[config.mk]
export PLATFORM = sky130hd
export DESIGN_NAME = mbox_doorbell_regs
export DESIGN_NICKNAME = d
export VERILOG_FILES = /design/src/rtl/mbox_doorbell_regs.sv
export SDC_FILE = /design/constraint.sdc
export NUM_CORES = 1
export LEC_CHECK = 0
export CAP_MARGIN = 25
export CORE_ASPECT_RATIO = 0.9
export CORE_UTILIZATION = 35
export CTS_BUF_LIST = sky130_fd_sc_hd__clkbuf_2 sky130_fd_sc_hd__clkbuf_4 sky130_fd_sc_hd__clkbuf_8
export DETAILED_ROUTE_END_ITERATION = 12
export GPL_TIMING_DRIVEN = 0
export SLEW_MARGIN = 30
export SYNTH_ARGS = -nofsm -noshare
export SYNTH_HDL_FRONTEND = slang
export SYNTH_SLANG_ARGS = --single-unit
[constraint.sdc]
create_clock -name clk -period 18.1 [get_ports clk]
set_input_delay 1.81 -clock clk [delete_from_list [all_inputs] [get_ports clk]]
set_output_delay 1.81 -clock clk [all_outputs]
set_load 0.005 [all_outputs]
[src/rtl/mbox_doorbell_regs.sv]
module mbox_doorbell_regs #(
  parameter int AW     = 6,
  parameter int NWORDS = 8
) (
  input  logic          clk,
  input  logic          rst,
  input  logic [AW-1:0] bus_addr,
  input  logic          bus_wr,
  input  logic          bus_rd,
  input  logic [63:0]   bus_wdata,
  output logic [63:0]   bus_rdata,
  input  logic [63:0]   eng_set,
  output logic          msg_pulse,
  output logic          host_irq
);
  localparam int          IW       = $clog2(NWORDS);
  localparam logic [63:0] IN_MASK  = 64'h8000_0000_0000_0000;
  localparam logic [63:0] OUT_MASK = 64'hF802_0000_0000_0000;
  localparam logic [AW-1:0] IN_RW   = AW'(6'h10);
  localparam logic [AW-1:0] IN_AND  = AW'(6'h11);
  localparam logic [AW-1:0] IN_OR   = AW'(6'h12);
  localparam logic [AW-1:0] OUT_RW  = AW'(6'h13);
  localparam logic [AW-1:0] OUT_AND = AW'(6'h14);
  localparam logic [AW-1:0] OUT_OR  = AW'(6'h15);

  logic [63:0] mbox [NWORDS];
  logic [63:0] in_db, out_db;
  logic [63:0] in_val, out_val;
  logic        in_hit, out_hit, in_fire, mbox_sel;

  assign mbox_sel = bus_addr < AW'(NWORDS);

  for (genvar i = 0; i < NWORDS; i++) begin : g_word
    always_ff @(posedge clk) begin
      if (rst)                                  mbox[i] <= '0;
      else if (bus_wr && bus_addr == AW'(i))    mbox[i] <= bus_wdata;
    end
  end

  always_comb begin
    in_hit = 1'b1;
    unique case (bus_addr)
      IN_RW:   in_val = bus_wdata;
      IN_AND:  in_val = in_db & bus_wdata;
      IN_OR:   in_val = in_db | bus_wdata;
      default: begin in_val = in_db; in_hit = 1'b0; end
    endcase
    in_val  = in_val & IN_MASK;
    in_hit  = in_hit && bus_wr;
    in_fire = in_hit && in_val[63];
  end

  always_comb begin
    out_hit = 1'b1;
    unique case (bus_addr)
      OUT_RW:  out_val = bus_wdata;
      OUT_AND: out_val = out_db & bus_wdata;
      OUT_OR:  out_val = out_db | bus_wdata;
      default: begin out_val = out_db; out_hit = 1'b0; end
    endcase
    out_val = ((bus_wr && out_hit) ? out_val : out_db) | eng_set;
  end

  always_ff @(posedge clk) begin
    if (rst) begin
      in_db     <= '0;
      out_db    <= '0;
      msg_pulse <= 1'b0;
    end else begin
      in_db     <= in_fire ? '0 : (in_hit ? in_val : in_db);
      out_db    <= out_val & OUT_MASK;
      msg_pulse <= in_fire;
    end
  end

  always_ff @(posedge clk) begin
    if (rst)              bus_rdata <= '0;
    else if (bus_rd) begin
      if (mbox_sel)                 bus_rdata <= mbox[bus_addr[IW-1:0]];
      else if (bus_addr == IN_RW)   bus_rdata <= in_db;
      else if (bus_addr == OUT_RW)  bus_rdata <= out_db;
      else                          bus_rdata <= '0;
    end
  end

  assign host_irq = |out_db;

  AST_PULSE_CAUSE: assert property (@(posedge clk) disable iff (rst)
    msg_pulse |-> $past(bus_wr && bus_wdata[63] &&
                        (bus_addr == IN_RW || bus_addr == IN_OR)));
  AST_OUT_MASKED: assert property (@(posedge clk) disable iff (rst)
    bus_rd && bus_addr == OUT_RW |=> (bus_rdata & ~OUT_MASK) == '0);
  AST_UNMAPPED_ZERO: assert property (@(posedge clk) disable iff (rst)
    bus_rd && !mbox_sel && bus_addr != IN_RW && bus_addr != OUT_RW
    |=> bus_rdata == '0);
  AST_ENG_KEPT: assert property (@(posedge clk) disable iff (rst)
    (|(eng_set & OUT_MASK)) |=> host_irq);
  AST_RESET_QUIET: assert property (@(posedge clk)
    rst |=> (!host_irq && !msg_pulse && bus_rdata == '0));
endmodule

# [Word-level counts from Yosys, hierarchy flattened]
# Memories as Yosys holds them, arrays and structs flattened.
# Index checks and enable logic that the tools add are counted.
[totals] register_bits=130 mem_bits_rw=512 out_inout_bits=66 mem_count=1
[mem_list] name="mbox" depth=8 width=64 read_ports=1 rd_ports_with_merged_regs=0 write_ports=8 line_no="26" rtl="logic [63:0] mbox [NWORDS];"
[op_classes] eq_ne=13 bitwise=13 n_reduce_logical=16 n_mux=42 magnitude_cmp=1
[op_table] cell="$mux W64" count=12
[op_table] cell="$pmux W64 S3" count=2
[op_table] cell="$or A64 B64 Y64" count=3
[op_table] cell="$and A64 B64 Y64" count=2
[op_table] cell="$reduce_or A64 Y1" count=1
[op_table] cell="$eq A6 B5 Y1 const B" count=6
[op_table] cell="$mux W1" count=28
[op_table] cell="$eq A6 B3 Y1 const B" count=4
[op_table] cell="$eq A6 B2 Y1 const B" count=2
[op_table] cell="$logic_and A1 B1 Y1" count=11
[op_table] cell="$or A1 B1 Y1" count=8
[op_table] cell="$eq A6 B1 Y1 const B" count=1
[op_table] cell="$logic_not A6 Y1" count=1
[op_table] cell="$lt A6 B4 Y1 const B" count=1
[op_table] cell="$reduce_or A3 Y1" count=2
[op_table] cell="$reduce_or A2 Y1" count=1

# [Logic depth before layout (Yosys ltp)]
# Gate-level depths: netlist of run 1.
[depth] depth_word=6 depth_mapped=8 mapped_depth_nobuf=4

# [Worst setup path before layout of run 1]
# OpenSTA, ideal clock, no wires.
[synth_timing] path_kind="input to register" from="in bus_addr[2]" to="mem mbox[6][0] (enable)" t_arrival_ns=7.495 stages=6 setup_slack_ns=10.031 n_path_buf=4 setup_ns=0.575 required_ns=17.525 cell_sequence="clkbuf_2 -> buf_1 -> clkbuf_1 -> buf_1 -> nand2_1 -> o21ai_0"
[synth_rtl] element="start: declaration" line_no="7" rtl="input logic [AW-1:0] bus_addr,"
[synth_rtl] element="end: declaration" line_no="26"

==> results of run 1 <==
critical path: stages:
cell and delay, ns:
clkbuf_2 0.29, buf_1 0.57, clkbuf_1 0.59, buf_1 0.79, nand2_1 0.48, o21ai_4 0.55
buf_8 0.24, buf_8 0.18, buf_16 0.18
cells by family (layout without fill, tap and decap cells):
group	Yosys count	after routing	share of synthesized area
buf+inv	144	495	0.0300
simple gates	739	739	0.168
mux	190	190	0.0777
compound gates	230	230	0.0655
xor+xnor	1	1	0.000343
other cells	0	2	0
flops	584	584	0.659
Yosys cell counts (all sizes together), types with 7 or more instances:
cell      n  area (sq um)
o221ai   55           482
nand2b    7          43.8
o21ai    18          90.1
a211oi   57           428
and2    490          3070
nor2     14           118
buf      63           459
nor3     80           400
o22ai    60           375
edfxtp  512         15400
nor2b     8          50.1
a21oi     8          40.0
dfxtp    72          1440
clkbuf   77           290
mux2i   179          1790
nand2   121           454
sequential cells by signal, summed over array words and instances (netlist names):
| register | flops |
|---|---|
| mbox | 512 |
| bus_rdata | 64 |
| in_db | 1 |
| msg_pulse | 1 |
| out_db | 6 |
where the power goes:
part	total, uW	internal, uW	switching, uW
Sequential	1550	1530	19.4
Clock	1140	622	518
Combinational	212	81.3	131
Total	2900	2230	669
per-layer routing:
metal / global-route usage / part of all wire
met4: 0.0535 / 0.023
met2: 0.317 / 0.47
met5: 0 / 0.00043
met3: 0.0529 / 0.071
met1: 0.259 / 0.43
worst max-delay path by stage:
| stage | end | start | depth (start not counted) | slack [ns] |
|---|---|---|---|---|
| after floorplan | mbox[6][0]$_SDFFCE_PN0P_ | bus_addr[2] | 6 | 10.03 |
| after global placement | mbox[5][14]$_SDFFCE_PN0P_ | bus_addr[2] | 6 | 4.58 |
| after detailed placement | mbox[5][14]$_SDFFCE_PN0P_ | bus_addr[2] | 9 | 12.14 |
| after CTS | mbox[5][15]$_SDFFCE_PN0P_ | bus_addr[2] | 9 | 12.87 |
| after global routing | mbox[5][15]$_SDFFCE_PN0P_ | bus_addr[2] | 9 | 12.73 |
| final | mbox[5][14]$_SDFFCE_PN0P_ | bus_addr[2] | 9 | 12.73 |
stage by stage:
stage | std cells | utilization | worst slack, ns | hold slack (ns) | area (sq um)
3_3_place_gp | 2981 | 0.392 | 4.58 | 0.431 | 28100
3_5_place_dp | 3024 | 0.404 | 12.14 | 0.432 | 29000
6_report | 3191 | 0.430 | 12.73 | 0.436 | 30900
2_1_floorplan | 1888 | - | 10.03 | 0.435 | 25500
4_1_cts | 3189 | 0.430 | 12.87 | 0.439 | 30900
5_1_grt | 3191 | 0.430 | 12.73 | 0.458 | 30900
cell type report:
class | instances | area (sq um) | share of cell area
flip-flops and latches | 584 | 16800 | 0.545
inverters | 4 | 15.0 | 0.000486
clock inverters | 14 | 61.3 | 0.00199
repair buffers | 186 | 2180 | 0.0707
well taps | 950 | 1190 | 0.0385
plain buffers | 140 | 751 | 0.0243
clock buffers | 151 | 1800 | 0.0582
diodes | 2 | 5.00 | 0.000162
multi-input cells | 1160 | 8070 | 0.261
==> impl_results.md, run 1 <==
* Outcome: finished, final reports clean
* Fin crit share at 0.297
* Leakage at 0.0113 uW
* Post-CTS Setup Repair Bufs at 0
* Post-synthesis sequential area ratio at 0.659
* Drt total wl at 72.2 mm
* RSZ-0062 raised after global routing: no
* Slew Limit Fails at 0
* CTS resizes at 0
* Initial antenna violation count at 3
* Die height at 258 um
* Hold_buf cts at 0
* Dpl hpwl at 49.8 mm
* Root buf cell: clkbuf_8
* Remaining Overflow, GRT at 0
* Commonest non-fill, non-tap cell in the layout: edfxtp_1
* Seq cells post-synth at 584
* Crit path launch type: primary input
* Yosys warns at 0
* Vias in the first global route at 17000
* Synth-to-layout area growth at 21.0%
* Cell count of the worst reg-to-reg path at 3
* Worst R2R Setup Slack at 16.62 ns
* Sink Count at 584
* Final nets at 2306
* Routed vias/inst at 5.09
* Total track usage at 0.196
* Initial DRC count at 1328
* Clock-pin slew of the registers on the worst-case setup and hold paths at 0.06 ns
* Setup TNS at 0 ns
* Ys async rst share at 0
* Core region area at 71800 sq um
* Initial Utilization at 0.356
* RR Startpoint: mbox[4][55]$_SDFFCE_PN0P_
* Least-Margin Pin Slew at 1.06 ns
* Min Tclk post-route at 5.37 ns
* Avg Cell Area, Syn at 13.5 sq um
* TritonCTS clock tree: done
* Final hold vios at 0
* I/O pin total at 204
* GPL Wtd Cong at 0.844
* Worst min-delay path startpoint: bus_rdata[50]$_SDFFE_PP0P_
* Layout cells sized above 1 at 0.128
* Post-synthesis cell type count at 48
* Clock buffer depth at 3
* Avg WL per Cell at 22.6 um
* CTS Buf Count at 92
* WS Path Type: in -> reg
* Number of fill cells at 6546
* Crit-path max FO at 18
* Layout Skew at 0.0240 ns
* Vias at 16300
* First-pass GRT wire length at 107 mm
* Pwr Total at 2900 uW
* First-pass DRT Iterations at 5
* Critical path data arrival time at 5.74 ns
* Final Setup Violations at 0
* PD cells at 93.9 nW/um^2
* Die area at 74000 sq um
* Row count at 93
* Largest net degree at the start of global routing at 20
* Drt drc at 0
* I/O Buffers at 143
* Post-Syn Nets at 2026
* Most used DFF post-synth: edfxtp_1
* Mapped Cells at 1888
* Hold path depth at 2
* Post-synth EDFFs at 512
* CP endpoint kind: register
* Max-cap viol count at 0
* Clk Latency, worst-skew pair at 0.69 ns
* Commonest non-fill, non-tap cells in the layout: edfxtp_1 (512), and2_1 (490), mux2i_1 (179)
* H-tree levels at 3
* Worst hold endpoint: bus_rdata[50]$_SDFFE_PP0P_
* VDD IR max at 46.3 uV
* Reg2reg end: bus_rdata[55]$_SDFFE_PP0P_
* Die X at 287 um
* Final ANT Viol Nets at 0
* Hold Path Class: reg -> reg
* Slew Limit Headroom at 0.296
* WP data required at 18.47 ns
* Synthesized cell area at 25500 sq um
* F_max at 186 MHz
Power figures use the tool's default switching activity.
==> run 2: changes to the inputs <==
==> constraint.sdc (replaced) <==
create_clock -name clk -period 5.5 [get_ports clk]
set_input_delay 0.55 -clock clk [delete_from_list [all_inputs] [get_ports clk]]
set_output_delay 0.55 -clock clk [all_outputs]
set_load 0.005 [all_outputs]
==> results of run 2 <==
The final DEF is identical to that of run 1. Status: finished, final reports clean.
Main changes from that run: setup slack after placement 12.14 ns -> 0.800 ns; setup slack after layout 12.73 ns -> 1.39 ns; register-to-register setup slack 16.62 ns -> 4.02 ns; total power 2900 uW -> 9540 uW; worst IR drop on VDD 46.3 uV -> 152 uV
